$ cat config.mk
export PLATFORM = sky130hd
export DESIGN_NAME = irq_source_unit
export DESIGN_NICKNAME = d
export VERILOG_FILES = /design/src/rtl/irqsrc_pkg.sv /design/src/rtl/irqsrc_slot.sv /design/src/rtl/irqsrc_pick.sv /design/src/rtl/irqsrc_scan.sv /design/src/rtl/irq_source_unit.sv
export SDC_FILE = /design/constraint.sdc
export NUM_CORES = 1
export LEC_CHECK = 0
export BUFFER_PORTS_ARGS = -buffer_cell sky130_fd_sc_hd__buf_2
export CORE_UTILIZATION = 30
export DETAILED_ROUTE_END_ITERATION = 16
export GPL_TIMING_DRIVEN = 0
export PLACE_DENSITY = 0.58
export SYNTH_ARGS = -nofsm -noshare
export SYNTH_HDL_FRONTEND = slang
export SYNTH_SLANG_ARGS = --single-unit
$ cat constraint.sdc
create_clock -name clk -period 2.6 [get_ports clk]
set_input_delay 0.39 -clock clk [delete_from_list [all_inputs] [get_ports clk]]
set_output_delay 0.39 -clock clk [all_outputs]
set_load 0.01 [all_outputs]
$ cat src/rtl/irqsrc_pkg.sv
package irqsrc_pkg;
   localparam int PRIO_W = 8;
   localparam logic [PRIO_W-1:0] PRIO_OFF = 8'hFF;

   // per-source status bits
   typedef struct packed {
      logic asserted;
      logic sent;
      logic rejected;
      logic mpend;
   } src_stat_t;
endpackage

$ cat src/rtl/irqsrc_slot.sv
module irqsrc_slot
   import irqsrc_pkg::*;
#(
   parameter int SRV_W = 4
) (
   input  logic              clk,
   input  logic              rst_n,
   input  logic              por_n,
   input  logic              type_hit,
   input  logic              type_lvl,
   output logic              retype,
   input  logic              lvl_in,
   input  logic              msg_ev,
   input  logic              cfg_hit,
   input  logic [SRV_W-1:0]  cfg_srv,
   input  logic [PRIO_W-1:0] cfg_prio,
   input  logic [PRIO_W-1:0] cfg_saved,
   input  logic              rej_hit,
   input  logic              eoi_hit,
   input  logic              scan_hit,
   input  logic              grant,
   output logic              req,
   output logic [SRV_W-1:0]  srv,
   output logic [PRIO_W-1:0] prio
);
   logic              typed_q, lvl_q;
   src_stat_t         st_q, st_n;
   logic              q_q, q_n;
   logic [PRIO_W-1:0] prio_q, prio_n, sav_q, sav_n;
   logic [SRV_W-1:0]  srv_q, srv_n;
   logic              lvl_t, msi_t, unm, lvl_chg;

   assign lvl_t  = typed_q & lvl_q;
   assign msi_t  = typed_q & ~lvl_q;
   assign retype = type_hit & typed_q;

   // type register: survives soft reset
   always_ff @(posedge clk) begin
      if (!por_n) begin
         typed_q <= 1'b0;
         lvl_q   <= 1'b0;
      end else if (type_hit && !typed_q) begin
         typed_q <= 1'b1;
         lvl_q   <= type_lvl;
      end
   end

   always_comb begin
      st_n   = st_q;
      q_n    = q_q & ~grant;
      prio_n = prio_q;
      srv_n  = srv_q;
      sav_n  = sav_q;
      if (cfg_hit) begin
         prio_n = cfg_prio;
         srv_n  = cfg_srv;
         sav_n  = cfg_saved;
      end
      unm = (prio_n != PRIO_OFF);
      if (rej_hit) begin
         if (msi_t) st_n.rejected = 1'b1;
         if (lvl_t) st_n.sent     = 1'b0;
      end
      if (eoi_hit && lvl_t) st_n.sent = 1'b0;
      if (msi_t && msg_ev) begin
         if (unm) q_n = 1'b1;
         else     st_n.mpend = 1'b1;
      end
      if (msi_t && cfg_hit && st_n.mpend && unm) begin
         st_n.mpend = 1'b0;
         q_n        = 1'b1;
      end
      if (msi_t && scan_hit && st_n.rejected) begin
         st_n.rejected = 1'b0;
         if (unm) q_n = 1'b1;
      end
      lvl_chg = lvl_t && (lvl_in != st_q.asserted);
      if (lvl_t) st_n.asserted = lvl_in;
      if (lvl_t && (lvl_chg || cfg_hit || scan_hit) && unm &&
          st_n.asserted && !st_n.sent) begin
         st_n.sent = 1'b1;
         q_n       = 1'b1;
      end
      // masking a source withdraws an offer not yet sent out
      if (cfg_hit && !unm && q_n) begin
         q_n = 1'b0;
         if (msi_t) st_n.mpend = 1'b1;
         if (lvl_t) st_n.sent  = 1'b0;
      end
   end

   always_ff @(posedge clk) begin
      if (!por_n || !rst_n) begin
         st_q   <= '0;
         q_q    <= 1'b0;
         prio_q <= PRIO_OFF;
         sav_q  <= PRIO_OFF;
         srv_q  <= '0;
      end else begin
         st_q   <= st_n;
         q_q    <= q_n;
         prio_q <= prio_n;
         sav_q  <= sav_n;
         srv_q  <= srv_n;
      end
   end

   assign req  = q_q;
   assign srv  = srv_q;
   assign prio = prio_q;

   assert_lvl_offer_marks_sent_R5: assert property (@(posedge clk)
      disable iff (!rst_n || !por_n) ($rose(q_q) && lvl_t) |-> st_q.sent);

   assert_saved_written_R4: assert property (@(posedge clk)
      disable iff (!rst_n || !por_n) cfg_hit |=> (sav_q == $past(cfg_saved)));

   assert_masked_event_pends_R3: assert property (@(posedge clk)
      disable iff (!rst_n || !por_n)
      (msi_t && msg_ev && !cfg_hit && prio_q == PRIO_OFF) |=> (st_q.mpend && !q_q));
endmodule

$ cat src/rtl/irqsrc_pick.sv
module irqsrc_pick #(
   parameter int NUM_SRC = 8,
   localparam int IDX_W  = $clog2(NUM_SRC)
) (
   input  logic               clk,
   input  logic               rst_n,
   input  logic [NUM_SRC-1:0] req,
   output logic [NUM_SRC-1:0] grant,
   output logic [IDX_W-1:0]   idx,
   output logic               any
);
   localparam logic [NUM_SRC-1:0] ONE = NUM_SRC'(1);

   always_comb begin
      idx = '0;
      for (int i = NUM_SRC - 1; i >= 0; i--) begin
         if (req[i]) idx = IDX_W'(i);
      end
   end

   assign any   = |req;
   assign grant = req & (~req + ONE);

   assert_grant_onehot_R9: assert property (@(posedge clk)
      disable iff (!rst_n) $onehot0(grant));

   assert_lowest_first_R9: assert property (@(posedge clk)
      disable iff (!rst_n) any |-> (((grant - ONE) & req) == '0 && grant[idx]));
endmodule

$ cat src/rtl/irqsrc_scan.sv
module irqsrc_scan #(
   parameter int NUM_SRC = 8,
   localparam int IDX_W  = $clog2(NUM_SRC)
) (
   input  logic               clk,
   input  logic               rst_n,
   input  logic               start,
   output logic [NUM_SRC-1:0] hit
);
   localparam logic [IDX_W-1:0] LAST = IDX_W'(NUM_SRC - 1);

   logic             act_q;
   logic [IDX_W-1:0] idx_q;

   always_ff @(posedge clk) begin
      if (!rst_n) begin
         act_q <= 1'b0;
         idx_q <= '0;
      end else if (!act_q) begin
         if (start) begin
            act_q <= 1'b1;
            idx_q <= '0;
         end
      end else begin
         if (idx_q == LAST) act_q <= 1'b0;
         idx_q <= idx_q + 1'b1;
      end
   end

   for (genvar i = 0; i < NUM_SRC; i++) begin : g_hit
      assign hit[i] = act_q && (idx_q == IDX_W'(i));
   end

   assert_scan_bound_R7: assert property (@(posedge clk)
      disable iff (!rst_n) act_q |-> (idx_q <= LAST));

   assert_scan_steps_R7: assert property (@(posedge clk)
      disable iff (!rst_n) (act_q && idx_q != LAST) |=>
         (act_q && idx_q == $past(idx_q) + 1'b1));
endmodule

$ cat src/rtl/irq_source_unit.sv
module irq_source_unit
   import irqsrc_pkg::*;
#(
   parameter int NUM_SRC = 8,
   parameter int BASE    = 16,
   parameter int NUM_W   = 12,
   parameter int SRV_W   = 4,
   localparam int IDX_W  = $clog2(NUM_SRC)
) (
   input  logic               clk,
   input  logic               rst_n,
   input  logic               por_n,
   input  logic               type_vld,
   input  logic [IDX_W-1:0]   type_idx,
   input  logic               type_lvl,
   output logic               err_retype,
   input  logic [NUM_SRC-1:0] lvl_in,
   input  logic [NUM_SRC-1:0] msg_pulse,
   input  logic               cfg_vld,
   input  logic [IDX_W-1:0]   cfg_idx,
   input  logic [SRV_W-1:0]   cfg_srv,
   input  logic [7:0]         cfg_prio,
   input  logic [7:0]         cfg_saved,
   input  logic               rej_vld,
   input  logic [NUM_W-1:0]   rej_num,
   input  logic               eoi_vld,
   input  logic [NUM_W-1:0]   eoi_num,
   input  logic               resend_req,
   output logic               offer_vld,
   output logic [NUM_W-1:0]   offer_num,
   output logic [SRV_W-1:0]   offer_srv,
   output logic [7:0]         offer_prio
);
   localparam logic [NUM_W-1:0] BASE_L = NUM_W'(BASE);
   localparam logic [NUM_W-1:0] LAST_L = NUM_W'(BASE + NUM_SRC - 1);

   if (NUM_SRC < 2) begin : g_bad_count
      $error("NUM_SRC must be at least 2");
   end
   if (BASE + NUM_SRC > (1 << NUM_W)) begin : g_bad_range
      $error("BASE + NUM_SRC does not fit in NUM_W bits");
   end
   if (SRV_W < 1) begin : g_bad_srv
      $error("SRV_W must be at least 1");
   end

   logic              rst_any_n;
   logic [NUM_W-1:0]  rej_off, eoi_off;
   logic              rej_in, eoi_in;
   logic [NUM_SRC-1:0] rej_hit, eoi_hit, cfg_hit, type_hit, scan_hit;
   logic [NUM_SRC-1:0] retype_v, req_v, grant_v;
   logic [SRV_W-1:0]   srv_a  [NUM_SRC];
   logic [PRIO_W-1:0]  prio_a [NUM_SRC];
   logic [IDX_W-1:0]   pick_idx;
   logic               pick_any;

   assign rst_any_n = rst_n & por_n;
   assign rej_off   = rej_num - BASE_L;
   assign eoi_off   = eoi_num - BASE_L;
   assign rej_in    = rej_vld && rej_num >= BASE_L && rej_num <= LAST_L;
   assign eoi_in    = eoi_vld && eoi_num >= BASE_L && eoi_num <= LAST_L;

   for (genvar i = 0; i < NUM_SRC; i++) begin : g_src
      assign rej_hit[i]  = rej_in && (rej_off == NUM_W'(i));
      assign eoi_hit[i]  = eoi_in && (eoi_off == NUM_W'(i));
      assign cfg_hit[i]  = cfg_vld && (cfg_idx == IDX_W'(i));
      assign type_hit[i] = type_vld && (type_idx == IDX_W'(i));

      irqsrc_slot #(.SRV_W(SRV_W)) u_slot (
         .clk      (clk),
         .rst_n    (rst_n),
         .por_n    (por_n),
         .type_hit (type_hit[i]),
         .type_lvl (type_lvl),
         .retype   (retype_v[i]),
         .lvl_in   (lvl_in[i]),
         .msg_ev   (msg_pulse[i]),
         .cfg_hit  (cfg_hit[i]),
         .cfg_srv  (cfg_srv),
         .cfg_prio (cfg_prio),
         .cfg_saved(cfg_saved),
         .rej_hit  (rej_hit[i]),
         .eoi_hit  (eoi_hit[i]),
         .scan_hit (scan_hit[i]),
         .grant    (grant_v[i]),
         .req      (req_v[i]),
         .srv      (srv_a[i]),
         .prio     (prio_a[i])
      );
   end

   irqsrc_scan #(.NUM_SRC(NUM_SRC)) u_scan (
      .clk  (clk),
      .rst_n(rst_any_n),
      .start(resend_req),
      .hit  (scan_hit)
   );

   irqsrc_pick #(.NUM_SRC(NUM_SRC)) u_pick (
      .clk  (clk),
      .rst_n(rst_any_n),
      .req  (req_v),
      .grant(grant_v),
      .idx  (pick_idx),
      .any  (pick_any)
   );

   always_ff @(posedge clk) begin
      if (!rst_any_n) begin
         offer_vld  <= 1'b0;
         offer_num  <= '0;
         offer_srv  <= '0;
         offer_prio <= PRIO_OFF;
         err_retype <= 1'b0;
      end else begin
         offer_vld  <= pick_any;
         offer_num  <= BASE_L + NUM_W'(pick_idx);
         offer_srv  <= srv_a[pick_idx];
         offer_prio <= prio_a[pick_idx];
         err_retype <= |retype_v;
      end
   end

   assert_offer_unmasked_R3: assert property (@(posedge clk)
      disable iff (!rst_any_n) offer_vld |-> (offer_prio != PRIO_OFF));

   assert_offer_in_range_R2: assert property (@(posedge clk)
      disable iff (!rst_any_n) offer_vld |-> (offer_num >= BASE_L && offer_num <= LAST_L));

   assert_retype_cause_R11: assert property (@(posedge clk)
      disable iff (!rst_any_n) err_retype |-> $past(type_vld));
endmodule

======== Word-level counts from Yosys, hierarchy flattened ========
Index checks and enable logic that the tools add are counted.
word-level totals
  memories ................................ 0
  input bits .............................. 75
  bits in latches ......................... 0
  output and inout bits ................... 26
  word-level logic and storage cells ...... 602
  ROM bits ................................ 0
  flip-flop bits (word level) ............. 182
  memory bits (writable) .................. 0
operators by class
  bitwise logic cells ..................... 52
  eq/ne operators ......................... 51
  reduce and logical (&&, ||, !) cells .... 231
  magnitude comparators ................... 5
  multiplexer cells ....................... 179
  divide/modulo/power cells ............... 0
  add/subtract/negate cells ............... 5
  shifts and indexed selects .............. 0
  multipliers ............................. 0
operators with widths
  kind                                                                    count
  1-bit logical AND                                                       164
  1-bit two-way mux                                                       147
  12-bit by 3-bit == test with 1-bit output, second input constant        8
  8-bit two-way mux                                                       10
  8-bit != test, second input constant                                    8
  12-bit by 2-bit == test with 1-bit output, second input constant        4
  3-bit == test, second input constant                                    12
  1-bit bitwise AND                                                       33
  2-bit OR reduction                                                      16
  3-bit two-way mux                                                       10
  1-bit logical NOT                                                       26
  8-bit binary-select mux with 3-bit select                               1
  12-bit by 1-bit == test with 1-bit output, second input constant        2
  12-bit by 5-bit >= comparator with 1-bit output, second input constant  2
  12-bit by 5-bit <= comparator with 1-bit output, second input constant  2
  12-bit logical NOT                                                      2
  12-bit by 5-bit subtractor with 12-bit output, second input constant    2
  3-bit by 2-bit == test with 1-bit output, second input constant         6
  1-bit logical OR                                                        17
  2-bit two-way mux                                                       8
  1-bit inverter                                                          16
  8-bit OR reduction                                                      2
  4-bit binary-select mux with 3-bit select                               1
  3-bit by 1-bit == test with 1-bit output, second input constant         3
  11 further kinds                                                        21

======== Longest topological paths before layout ========
Gate-level depths: netlist of run 1.
  depth after elaboration ................. 14
  mapped depth ............................ 8
  gate-level depth less buffers ........... 8

======== Cells and area by module ========
A second synthesis of run 1 with hierarchy kept.
unflattened totals
  cells, all modules ...................... 997
  area, all modules ....................... 8775.9 µm²
modules (own cells, without submodules)
  module           times used  cells an instance  area an instance (µm²)  sequential area each (µm²)
  irqsrc_slot      8           93                 834.6                   380.4
  irq_source_unit  1           197                1652.8                  360.3
  irqsrc_scan      1           33                 307.8                   80.1
  irqsrc_pick      1           23                 138.9                   0.0

======== Least setup slack after synthesis of run 1 ========
No wires, ideal clock.
  path type ............................... input port to flip-flop
  start ................................... in rej_num[7]
  end ..................................... reg g_src[4].u_slot.st_q[2] (netlist name)
  library setup time ...................... 130 ps
  required time ........................... 2470 ps
  buffers on the path ..................... 1
  arrival time ............................ 2151 ps
  setup slack ............................. 319 ps
  cell stages on the path ................. 7
  cell sequence ........................... or4b_4 buf_6 or4_4 a2bb2oi_1 o21ai_2 a21boi_1 o22ai_2
on the way
  longest elaborated chain between the ends .. 11
  elaborated cells on any way between the ends .. 18
  those cells by class .................... add/sub: 1; order compare: 2; eq/ne: 1; mux: 7; reduce/logical: 7
RTL lines
  item                                                                                                   line                                  RTL
  start: declaration                                                                                     irq_source_unit.sv:25                 input logic [NUM_W-1:0] rej_num,
  parallel branches: the longest is 3 deep, another holds 12-bit by 5-bit subtractor with 12-bit output  n/a
  1-bit logical AND (*)                                                                                  irq_source_unit.sv:64                 assign rej_hit[i] = rej_in && (rej_off == NUM_W'(i));
  2-bit two-way mux (*)                                                                                  irqsrc_slot.sv:60                     if (rej_hit) begin
  1-bit two-way mux                                                                                      irqsrc_slot.sv:64                     if (eoi_hit && lvl_t) st_n.sent = 1'b0;
  1-bit logical NOT                                                                                      irqsrc_slot.sv:80                     st_n.asserted && !st_n.sent) begin
  1-bit logical AND                                                                                      irqsrc_slot.sv:80
  1-bit two-way mux                                                                                      irqsrc_slot.sv:79                     if (lvl_t && (lvl_chg || cfg_hit || scan_hit) && unm &&
  1-bit two-way mux or 1-bit logical AND (tied branches)                                                 irqsrc_slot.sv:88, irqsrc_slot.sv:85
  1-bit two-way mux (*)                                                                                  irqsrc_slot.sv:85                     if (cfg_hit && !unm && q_n) begin
  end signal: assignment                                                                                 irqsrc_slot.sv:100                    st_q <= st_n;
  end: declaration                                                                                       irqsrc_slot.sv:27                     src_stat_t st_q, st_n;
Mark *: on every way between the ends.
A chain may end at the register's enable or synchronous reset.

======== Final worst setup path of run 1 ========
  start ................................... reg g_src[6].u_slot.q_q
  end ..................................... reg offer_srv[3]
on the way
  longest elaborated chain between the ends .. 11
RTL lines
  item                                                    line                    RTL
  start: declaration                                      irqsrc_slot.sv:28       logic q_q, q_n;
  start signal: assignment                                irqsrc_slot.sv:101      q_q <= q_n;
  3-bit two-way mux (7 in a row)                          irqsrc_pick.sv:17       if (req[i]) idx = IDX_W'(i);
  3-bit inverter with 4-bit output (implied by the code)  irq_source_unit.sv:118  offer_srv <= srv_a[pick_idx];
  4-bit binary-select mux with 3-bit select               irq_source_unit.sv:118
  4-bit two-way mux (implied by the code) (2 in a row)    irq_source_unit.sv:118
  end signal: assignment                                  irq_source_unit.sv:118
  end: declaration                                        irq_source_unit.sv:31   output logic [SRV_W-1:0] offer_srv,
No other way between the ends. The select of a mux whose other input is x is not followed.

==> results by stage, run 1 <==
Synthesis:
- After synthesis, the largest family of logic cells by area is simple AND/OR/NAND/NOR gates.
- The gate count of the mapped netlist is 1,071.
- The simple-gate portion of the synthesized area is between 30 and 40%.
- The mapped netlist covers 0.00836 mm².
- The synthesized-area fraction occupied by ao, oa, aoi and oai cells is 16.7%.
- The proportion of synthesized chip area in sequential cells is 41.7%.
- The number of synthesized register bits is around 170.
- The xor and xnor fraction of the mapped netlist area is 0%.
- After synthesis, the share of flip-flops with an asynchronous set or reset is 0%.
- For this run, the leading register cell type out of synthesis is dfxtp_1.
- A synthesized cell averages 7.80 µm².
- The post-synthesis share of cell area spent on full adders, half adders and majority gates is 0.898%.
- The number of warning messages in the yosys log is 0.
- The post-synthesis cell type count is 70.
- The number of enable flip-flop cells after synthesis is 0.
- In the synthesized netlist, mux cells make up 5.72% of the area.

Layout:
- The total number of nets in the final design is between 1,000 and 1,500.
- The number of diodes is 0.
- The layout overhead on the synthesized area is 16.8%.
- The final cell utilization of the core is between 30% and 40%.
- Of the cells placed in the final design, the portion with a size suffix greater than 1 is 13.4%.

Route:
- The detail-routed via count per cell is approximately 5.3.
- The number of search-and-repair iterations in the first detailed-routing pass is 5.
- The final antenna-violating net count is 0.
- The total wirelength of the detailed-routed design is around 27,000 µm.
- The DRC marker count from the first detailed-route iteration is 693.
- The post-route DRC violation count is 0.
- For this block, the via count after detailed routing is about 8,000.
- Dividing the detail-routed wire length by the instance count gives 17.6 µm.

Worst setup path:
- The startpoint-to-endpoint class of the critical path is register to register.
- The endpoint kind of the worst setup timing path is a register.
- For the worst setup path, the data required time is 2.89 ns.
- The type of origin of the critical path is a register.
- In this run the worst path has a maximum fanout of 10.
- Data arrives at the worst endpoint at 2.75 ns.

Power and ir drop:
- In this run the static leakage power is 3.65 nW.
- Power spread over the standard cell area amounts to 584 mW/mm².
- IR analysis of the VDD net gives a maximum drop of 0.000465 V.

Die:
- The initial utilization of the core area, before any placement, comes to 30.8%.
- After floorplanning, the core was sized to cover 0.0272 mm².
- The number of ports placed on the die boundary is 101.
- The number of core rows is 60.
- The die outline area is 0.0285 mm².
- From bottom edge to top edge, the die measures between 150 and 200 µm.
- Measured along the x axis, the die boundary spans 169 µm.

GRT:
- Entering global routing, the biggest net connects 17 pins.
- The first global-routing pass estimated around 43,000 µm of wire.
- The total congestion overflow is 0.
- The number of global-route vias before repair is between 7,000 and 8,000.
- The global-route usage over all layers is 19.5%.
- The initial antenna violation count came to 0.

Placed design:
- The congestion estimate from routability-driven global placement came to approximately 0.84.
- In this run the tool buffered the top-level ports with between 60 and 70 buffer cells.
- Before CTS, the worst setup slack after placement is -0.483 ns.
- After legalization and detailed placement, the total HPWL measured just over 20,000 µm.

Timing:
- Setup repair after global routing left no endpoint under its margin.
- The final critical path time including I/O delays and setup is 2.46 ns.
- Setup violations remaining at the end of the flow were counted as 0.
- Of the available clock period, the critical path in the final layout requires a little over nine tenths.
- The maximum achievable frequency is 0.407 GHz.
- The final-report max-slew violation count is 0.
- Setup slack on the critical path of the routed design comes to 0.142 ns.
- Clock skew on the completed layout was measured at around 0.015 ns.
- The number of failing hold endpoints at the final stage is 0.
- In this run the tightest slew margin relative to its limit is 27.9%.
- The slew of the pin with the lowest slew margin is 1.07 ns.

Clock network:
- The clock drives 174 sinks.
- The TritonCTS clock tree is done.
- The H-tree was split into 4 levels.
- Clock tree synthesis inserted a total of 17 buffers.
- In this run the clock root is driven by a clkbuf_16.
- Clock-pin slew was measured on the worst setup and hold paths at 0.07 ns.
- The post-CTS setup repair buffer count is 0.
- At the later pin of the worst-skew pair, clock insertion delay measures 0.44 ns.
- Counting along the longest clock path gives a buffer depth of 2.

Run:
- The tool flagged a number of max-cap violations equal to 0.

Hold path:
- The min-delay analysis places its worst path in the category input pin to register.

Run status:
- The flow ran to the end, and the final reports show no timing, DRC or antenna violations.
[cells in the final DEF (no fill, tap or decap), types with 8 or more instances in the layout]
| master | count |
|---|---|
| nand2_1 | 254 |
| dfxtp_1 | 174 |
| a21oi_1 | 92 |
| nand3_1 | 83 |
| buf_2 | 69 |
| clkbuf_1 | 56 |
| nor2_1 | 49 |
| nor3_1 | 28 |
| mux2i_1 | 23 |
| nor2b_1 | 23 |
| mux2_2 | 22 |
| o21ai_0 | 20 |
| nand4_1 | 20 |
| nand2b_1 | 18 |
| clkbuf_16 | 17 |
| nor4_1 | 14 |
| a31oi_1 | 12 |
| inv_1 | 11 |
| buf_4 | 10 |
| o21a_1 | 10 |
| conb_1 | 8 |
[final timing paths]
kind | start | endpoint | slack [ns] | cells after the start
setup / recovery | g_src[6].u_slot.req$_SDFF_PP0_ | offer_srv[3]$_SDFF_PN0_ | 0.14 | 8
hold / removal | lvl_in[6] | g_src[6].u_slot.st_q[3]$_SDFF_PN0_ | 0.23 | 3
setup reg to reg | g_src[6].u_slot.req$_SDFF_PP0_ | offer_srv[3]$_SDFF_PN0_ | 0.14 | 8
hold reg to reg | g_src[5].u_slot.srv[1]$_SDFFE_PN0N_ | g_src[5].u_slot.srv[1]$_SDFFE_PN0N_ | 0.45 | 2
[layout make-up]
cell class,count,area [µm²]
timing repair buffer,68,340
sequential,174,3480
fill,2863,17400
buffer,80,360
tap,372,465
clock inverter,11,135
inverter,11,41.3
multi-input combinational,813,4510
clock buffer,17,425
[logic make-up after synthesis]
group | Yosys count
other | 1
AND/OR/NAND/NOR | 537
buffers and inverters | 91
flip-flops | 174
multiplexers | 45
AO/OA/AOI/OAI | 217
adder cells (fa/ha/maj) | 6
[cell usage after synthesis, types with 6 or more instances]
cell type  number  share of area (%)
nand2_1       254                 11
dfxtp_1       174                 42
a21oi_1        92                5.5
nand3_1        83                5.0
clkbuf_1       62                2.8
nor2_1         50                2.2
nor3_1         28                1.7
mux2i_1        23                2.8
nor2b_1        23                1.7
mux2_2         22                3.0
nand4_1        20                1.5
o21ai_0        20                1.2
nand2b_1       18                1.3
nor4_1         14                1.0
a31oi_1        12               0.90
inv_1          11               0.49
buf_4          10               0.90
o21a_1         10               0.90
a221oi_1        7               0.73
a221o_1         6               0.72
a41oi_1         6               0.63
ha_1            6               0.90
o21ai_1         6               0.36
o221ai_1        6               0.63
o22ai_1         6               0.45
or2_2           6               0.45
[worst max-delay path, stage by stage (launching register included)]
cell and delay, ns:
dfxtp_1 0.44, nand2b_1 0.14, a221oi_1 0.08, o21bai_1 0.15
clkbuf_2 0.32, buf_2 0.37, mux2_2 0.37, o21ai_0 0.24
o221ai_1 0.20
[through the flow]
step	area (µm²)	setup TNS [ns]	hold WS (ns)	total power, mW	std cells
3_3_place_gp	9190	-13.25	0.440	3.20	1518
4_1_cts	9750	0	0.218	5.71	1546
2_1_floorplan	8380	0	0.431	3.03	1078
3_5_place_dp	9190	-14.24	0.446	3.21	1518
5_1_grt	9760	0	0.241	5.86	1546
6_report	9760	0	0.228	5.70	1546
[timing repair]
action / in CTS / in global routing
gates resized for setup: 4 / 8
setup endpoints to repair: 30 / 17
hold buffers: 0 / 0
[registers in the layout, summed over array words and instances, names as in the netlist, 8 cells and up]
| signal | cells |
|---|---|
| g_src.u_slot.st_q | 32 |
| g_src.u_slot.prio | 64 |
| offer_prio | 8 |
| g_src.u_slot.srv | 32 |
| g_src.u_slot.lvl_q | 8 |
| g_src.u_slot.req | 8 |
| g_src.u_slot.typed_q | 8 |
[per-layer routing]
layer / GRT usage [%] / vias to the layer above / part of all wire (%)
met5: 0 / - / 0
met4: 7.11 / 0 / 2.3
met3: 3.04 / 42 / 6.9
met2: 31.6 / 282 / 45
met1: 26.1 / 3893 / 46
li1: - / 3957 / -
[power by group]
group          total, mW  switching [mW]  internal [mW]
combinational      0.434           0.294          0.139
sequential          2.72          0.0273           2.69
clock               2.55            1.13           1.41
total               5.70            1.46           4.25
No activity file was read; power rests on OpenSTA's default activity.
==> inputs of run 2 (changes only) <==
- ABC_AREA: unset -> 1
- CORE_UTILIZATION: 30 -> 50
- MAX_ROUTING_LAYER: unset -> met4
- PLACE_DENSITY: 0.58 -> 0.81
==> results by stage, run 2 <==
Synthesis:
- The proportion of synthesized chip area in sequential cells is 39.4% (-2.3 points).
- The fraction of post-synthesis cell area in the top cell type by area is 39.4% (-2.3 points).
- The number of synthesized register bits came to 174 (unchanged).
- After synthesis, the cell types taking the most area are dfxtp_1 (39%), nand2_1 (17%), nor2_1 (8.5%).
- The combinational family with the most area after synthesis is simple AND/OR/NAND/NOR gates.
- The number of enable flip-flop cells after synthesis is 0 (unchanged).
- The largest total area in the synthesized netlist belongs to dfxtp_1.
- The post-synthesis mux area share is 0% (-5.7 points).
- The share of flip-flops with an asynchronous set or reset is 0% (unchanged).
- The cell area after synthesis is 0.00884 mm² (+5.7%).
- For this run, the leading register cell type out of synthesis is dfxtp_1.
- The synthesized-area fraction occupied by ao, oa, aoi and oai cells is 13.2% (-3.5 points).
- The xor and xnor fraction of the mapped netlist area was 0% (unchanged).
- The synthesized area per cell came to 6.34 µm² (-19%).
- The simple-gate portion of the synthesized area was 36.9% (+6.6 points).
- Sorting the synthesized cells by how often they occur yields nand2_1 (404), nor2_1 (199), dfxtp_1 (174).
- The post-synthesis share of cell area spent on full adders, half adders and majority gates came to 0.850% (-0.049 points).
- The number of warning messages in the yosys log came to 0 (unchanged).
- The cell with the most instances after synthesis is nand2_1.
- The gate count of the mapped netlist was 1,393 (+30%).
- The post-synthesis cell type count is 38 (-46%).

Die:
- The die extent in y is 135 µm (-20%).
- The initial core utilization is 51.1% (+20 points).
- The die outline area was 0.0182 mm² (-36%).
- The number of core rows is 48 (-20%).
- The number of ports placed on the die boundary is 101 (unchanged).
- The overall die width is 135 µm (-20%).
- The placeable core region came to 0.0173 mm² (-36%).

Worst setup path:
- The endpoint kind of the worst setup timing path is a register.
- The startpoint-to-endpoint class of the critical path is register to register.
- The data required time of the critical path is 2.97 ns (+0.08 ns).
- The biggest fanout along the worst timing path came to 11 (+1).
- The signal arrival time at the worst endpoint is 2.69 ns (-0.06 ns).
- STA classifies the critical path startpoint as a register.

GRT:
- The wire length of the first global-routing pass is 42,300 µm (-1.3%).
- The initial antenna violation count is 0 (unchanged).
- The largest net degree at the start of global routing is 17 (unchanged).
- The total congestion overflow is 0 (unchanged).
- The number of global-route vias before repair was 8,441 (+9.4%).
- The global-route usage over all layers is 31.2% (+12 points).

Clock network:
- The level count of the clock H-tree is 4 (unchanged).
- Clock tree synthesis selected as its root buffer the cell clkbuf_16.
- The number of clock buffers inserted by TritonCTS was 17 (unchanged).
- The number of hold buffers added after CTS is 0 (unchanged).
- The post-CTS setup repair buffer count was 0 (unchanged).
- The sink count of the clock tree is 174 (unchanged).
- The clock-pin transition on the worst setup and hold timing paths is 0.06 ns (about the same).
- The insertion delay to the later sink of the worst-skew pair is 0.43 ns (about the same).
- The maximum count of clock buffers along a single path is 2 (unchanged).
- TritonCTS built the clock tree.

Hold path:
- The worst min-delay path category is input pin to register.

Route:
- The wire length on met3 is 2700 µm (+43%).
- The highest layer touched by signal routing is met4.
- The final antenna-violating net count was 0 (unchanged).
- The total wirelength of the detailed-routed design is 26,900 µm (-1.3%).
- The via total after detailed routing came to 9,390 (+15%).
- The total routed wire length on the met1 layer is 11,000 µm (-12%).
- The DRC marker count from the first detailed-route iteration is 1,002 (+45%).
- The number of search-and-repair iterations in the first detailed-routing pass is 6 (+1).
- The post-route DRC violation count is 0 (unchanged).
- The detail-routed via count per cell is 5.41 (+2.2%).
- The routed length on met2 came to 12,400 µm (+0.55%).
- The routed length per instance is 15.5 µm (-12%).

Timing:
- The slew of the pin with the lowest slew margin came to 0.839 ns (-0.235 ns).
- The setup violation total in the final timing report is 0 (unchanged).
- The final critical path time including I/O delays and setup is 2.32 ns (-0.136 ns).
- Setup repair after global routing left no endpoint under its margin.
- The post-route setup TNS is 0 ns (unchanged).
- The worst max-slew margin expressed relative to the limit was 43.9% (+16 points).
- The final clock period utilization by the worst path was 89.3% (-5.2 points).
- The number of failing hold endpoints at the final stage is 0 (unchanged).
- The final-report max-slew violation count is 0 (unchanged).
- The final setup skew is 0.0105 ns (-0.00450 ns).
- The maximum achievable frequency was 0.431 GHz (+5.8%).

Layout:
- Leaving out fill and tap cells, the most frequent cells in the layout are nand2_1 (404), nor2_1 (199), dfxtp_1 (174).
- The most frequent standard cell in the layout excluding fill and tap cells is nand2_1.
- The flip-flop count of the largest register after layout is 64 (unchanged).
- The count of filler cells inserted in the layout was 1,642 (-43%).
- The total number of nets in the final design is 1,580 (+27%).
- The fraction of final layout cells with drive strength greater than 1 was 11.0% (-2.4 points).
- From synthesis to final layout, the design area changed by 15.5%.
- The final instance area is 0.0102 mm² (+4.5%).
- The number of diodes was 0 (unchanged).

Placed design:
- The placed cell area is 0.00955 mm² (+3.9%).
- The global placer's final weighted congestion is 0.977 (+17%).
- The sum of net half-perimeters after detailed placement is 20,200 µm (-1.4%).
- The count of input and output buffers is 81 (+19%).

Power and ir drop:
- The largest voltage drop on the vdd net was 0.000424 V (-8.8%).
- The power density over cell area is 595 mW/mm² (+1.9%).
- The static leakage power is 5.01 nW (+37%).

Run status:
- The run finished with clean final reports.

Run:
- The number of violations of the max-capacitance limit came to 0 (unchanged).
## run 2: changes by cell type after synthesis, sizes merged, moves of 18 or more
| cell | delta |
|---|---|
| clkbuf | -28 |
| mux2i | -23 |
| inv | +148 |
| nand2b | -18 |
| nor2b | -23 |
| nand2 | +156 |
| nor2 | +150 |
| mux2 | -22 |
| nand3 | +30 |
| nor3 | -20 |
| o21ai | +95 |
| a21oi | -34 |
## run 2: cell type report
| type | instances | area [µm²] | share of cell area (%) |
|---|---|---|---|
| Buffer | 55 | 254 | 2.49 |
| Tap cell | 225 | 282 | 2.76 |
| Inverter | 159 | 597 | 5.85 |
| Timing Repair Buffer | 81 | 405 | 3.97 |
| Sequential cell | 174 | 3480 | 34.1 |
| Multi-Input combinational cell | 1011 | 4530 | 44.4 |
| Clock buffer | 21 | 460 | 4.51 |
| Clock inverter | 11 | 188 | 1.84 |
## run 2: timing repair
action | in CTS | in global routing
resized for setup | 0 | 6
setup endpoints to repair | 0 | 8
endpoints found under the hold margin | 0 | 0
## run 2: kinds of logic (layout without fill, tap and decap cells)
logic type | Yosys count | count (layout)
adder cells (fa/ha/maj) | 6 | 6
buffers and inverters | 215 | 327
AO/OA/AOI/OAI | 215 | 215
flip-flops | 174 | 174
other | 1 | 8
AND/OR/NAND/NOR | 782 | 782
## run 2: worst paths after layout
path / startpoint / depth (start not counted) / endpoint / slack, ns
setup reg to reg: g_src[7].u_slot.req$_SDFF_PP0_ / 13 / offer_prio[6]$_SDFF_PN1_ / 0.28
hold / removal: lvl_in[5] / 3 / g_src[5].u_slot.st_q[3]$_SDFF_PN0_ / 0.24
setup / recovery: g_src[7].u_slot.req$_SDFF_PP0_ / 13 / offer_prio[6]$_SDFF_PN1_ / 0.28
hold reg to reg: g_src[6].u_slot.srv[2]$_SDFFE_PN0N_ / 2 / g_src[6].u_slot.srv[2]$_SDFFE_PN0N_ / 0.46
## run 2: per-layer routing
metal	vias up	GRT usage, %
li1	4640	-
met1	4205	38.6
met2	484	49.5
met3	61	6.42
met4	0	13.2
met5	-	-
## run 2: metrics by stage
stage	hold WS [ns]	utilization [%]	setup slack (ns)	power, mW	std cells
after floorplan	0.430	-	0.705	3.09	1400
after global placement	0.440	55.2	0.0829	3.29	1706
after detailed placement	0.445	55.2	0.0331	3.30	1706
after CTS	0.230	59.0	0.116	6.07	1738
after global routing	0.252	59.0	0.0528	6.25	1737
final	0.240	59.0	0.278	6.07	1737
## run 2: worst max-delay path: stages (launching register included)
cell and delay, ns:
dfxtp_1 0.36, inv_1 0.06, o21bai_1 0.11, a21oi_1 0.10
o21bai_1 0.13, nand2_1 0.30, inv_1 0.28, clkbuf_2 0.28
nand2_1 0.08, nand2_1 0.08, nand2_1 0.06, o211ai_1 0.16
o21ai_0 0.19, inv_1 0.08
## run 2: report_power, final
group	internal, mW	switching, mW
logic	0.154	0.382
registers	2.70	0.0203
clock network	1.75	1.06
total	4.61	1.46
==> inputs of run 3 (changes only) <==
- RECOVER_POWER: unset -> 25
==> results by stage, run 3 (synthesized netlist as in run 2, its figures left out) <==
Die:
- The die outline area is 0.0182 mm² (unchanged).
- The number of ports placed on the die boundary is 101 (unchanged).
- The die extent in y came to 135 µm (unchanged).
- The placeable core region is 0.0173 mm² (unchanged).
- The number of core rows is 48 (unchanged).
- The initial core utilization came to 51.1% (unchanged).
- The overall die width is 135 µm (unchanged).

Run:
- The number of violations of the max-capacitance limit is 0 (unchanged).

Clock network:
- The maximum count of clock buffers along a single path is 2 (unchanged).
- The insertion delay to the later sink of the worst-skew pair was 0.43 ns (about the same).
- The count of instances resized after the clock tree is built was 0 (unchanged).
- The sink count of the clock tree was 174 (unchanged).
- The number of clock buffers inserted by TritonCTS came to 17 (unchanged).
- The post-CTS setup repair buffer count is 0 (unchanged).
- CTS placed an instance of clkbuf_16 at the clock tree root.
- The level count of the clock H-tree is 4 (unchanged).
- The clock-pin transition on the worst setup and hold timing paths is 0.06 ns (about the same).
- The TritonCTS clock tree is done.
- The number of hold buffers added after CTS is 0 (unchanged).

Timing:
- The final-report max-slew violation count is 0 (unchanged).
- Setup repair after global routing left no endpoint under its margin.
- The maximum achievable frequency is 0.426 GHz (-1.0%).
- The final hold slack came to 0.240 ns (-0.0000950 ns).
- The final clock period utilization by the worst path is 90.2% (+0.91 points).
- The post-route setup TNS is 0 ns (unchanged).
- The final critical path time including I/O delays and setup came to 2.35 ns (+0.0238 ns).
- The number of failing hold endpoints at the final stage is 0 (unchanged).
- The slew of the pin with the lowest slew margin is 0.857 ns (+0.0181 ns).
- The worst max-slew margin expressed relative to the limit was 42.4% (-1.5 points).
- The final setup skew is 0.0105 ns (-0.000000200 ns).
- The setup violation total in the final timing report is 0 (unchanged).

Placed design:
- The global placer's final weighted congestion came to 0.977 (unchanged).
- The placed cell area is 0.00955 mm² (unchanged).
- The count of input and output buffers is 81 (unchanged).
- The sum of net half-perimeters after detailed placement is 20,200 µm (unchanged).

GRT:
- The total congestion overflow was 0 (unchanged).
- The number of global-route vias before repair is 8,441 (unchanged).
- The wire length of the first global-routing pass is 42,300 µm (unchanged).
- The initial antenna violation count was 0 (unchanged).
- The largest net degree at the start of global routing is 17 (unchanged).
- The global-route usage over all layers was 31.2% (unchanged).

Layout:
- The final instance area came to 0.0102 mm² (-0.44%).
- The flip-flop count of the largest register after layout is 64 (unchanged).
- The most frequent standard cell in the layout excluding fill and tap cells is nand2_1.
- The final cell utilization of the core is 58.7% (-0.26 points).
- The count of filler cells inserted in the layout is 1,655 (+0.79%).
- The fraction of final layout cells with drive strength greater than 1 is 9.13% (-1.9 points).
- The number of diodes is 0 (unchanged).
- The area of combinational cells with multiple inputs is 0.00452 mm² (-0.33%).
- The sequential cell area came to 0.00348 mm² (unchanged).
- The total number of nets in the final design is 1,580 (unchanged).
- The layout overhead on the synthesized area is 15.0%.
- Leaving out fill and tap cells, the most frequent cells in the layout are nand2_1 (407), nor2_1 (200), dfxtp_1 (174).

Route:
- The via total after detailed routing is 9,388 (-0.021%).
- The number of search-and-repair iterations in the first detailed-routing pass is 8 (+2).
- The detail-routed via count per cell is 5.40 (about the same).
- The final antenna-violating net count is 0 (unchanged).
- The post-route DRC violation count was 0 (unchanged).
- The total wirelength of the detailed-routed design was 27,000 µm (+0.17%).
- The routed length per instance was 15.5 µm (+0.17%).
- The DRC marker count from the first detailed-route iteration is 1,040 (+3.8%).

Power and ir drop:
- The largest voltage drop on the vdd net was 0.000421 V (-0.79%).
- The static leakage power came to 4.94 nW (-1.4%).
- The power density over cell area came to 597 mW/mm² (+0.32%).

Worst setup path:
- The worst setup path is of the register to register kind.
- STA classifies the critical path endpoint as a register.
- The biggest fanout along the worst timing path is 11 (unchanged).
- The number of cells traversed by the worst register-to-register path is 11 (-2).
- The signal arrival time at the worst endpoint is 2.72 ns (+0.03 ns).
- The worst setup path is launched from a register.
- The data required time of the critical path came to 2.97 ns (about the same).

Run status:
- The run finished with clean final reports.

Hold path:
- The worst min-delay path category is input pin to register.
- The worst hold path cell count is 3 (unchanged).
[run 3: layout make-up]
class	count	area share, %
Timing Repair Buffer	81	3.72
Inverter	159	5.88
Sequential cell	174	34.3
Clock inverter	11	1.85
Clock buffer	21	4.53
Tap cell	225	2.77
Buffer	55	2.48
Multi-Input combinational cell	1011	44.5
[run 3: final timing paths]
check / start / end / slack, ns
min reg2reg: g_src[6].u_slot.srv[2]$_SDFFE_PN0N_ / g_src[6].u_slot.srv[2]$_SDFFE_PN0N_ / 0.46
max reg2reg: g_src[6].u_slot.req$_SDFF_PP0_ / offer_prio[6]$_SDFF_PN1_ / 0.25
max: g_src[6].u_slot.req$_SDFF_PP0_ / offer_prio[6]$_SDFF_PN1_ / 0.25
min: lvl_in[5] / g_src[5].u_slot.st_q[3]$_SDFF_PN0_ / 0.24
[run 3: through the flow]
stage	total power, mW	cells	worst slack, ns
floorplan	3.09	1400	0.705
global placement	3.29	1706	0.0829
detailed placement	3.30	1706	0.0331
CTS	6.07	1738	0.116
global route	6.25	1737	0.0528
finish	6.07	1737	0.254
[run 3: metal layers]
metal / routed length (µm) / track usage, % / part of all wire (%) / up-vias
li1: - / - / - / 4642
met1: 11100 / 38.6 / 41 / 4164
met2: 12300 / 49.5 / 46 / 517
met3: 2610 / 6.42 / 9.7 / 65
met4: 889 / 13.2 / 3.3 / 0
met5: 0 / - / 0 / -
[run 3: critical path: stages, from the launching register on]
cell,delay (ns)
dfxtp_1,0.40
o21bai_1,0.10
a21oi_1,0.18
o21bai_1,0.08
nand2_1,0.36
clkbuf_1,0.47
nand2_1,0.09
nand2_1,0.11
nand2_1,0.06
o211ai_1,0.16
o21ai_0,0.20
inv_1,0.08
[run 3: where the power goes]
part	internal, mW	total (mW)	leakage, nW	switching [mW]
clock network	1.75	2.81	0.321	1.06
logic	0.151	0.531	3.21	0.380
registers	2.70	2.72	1.41	0.0204
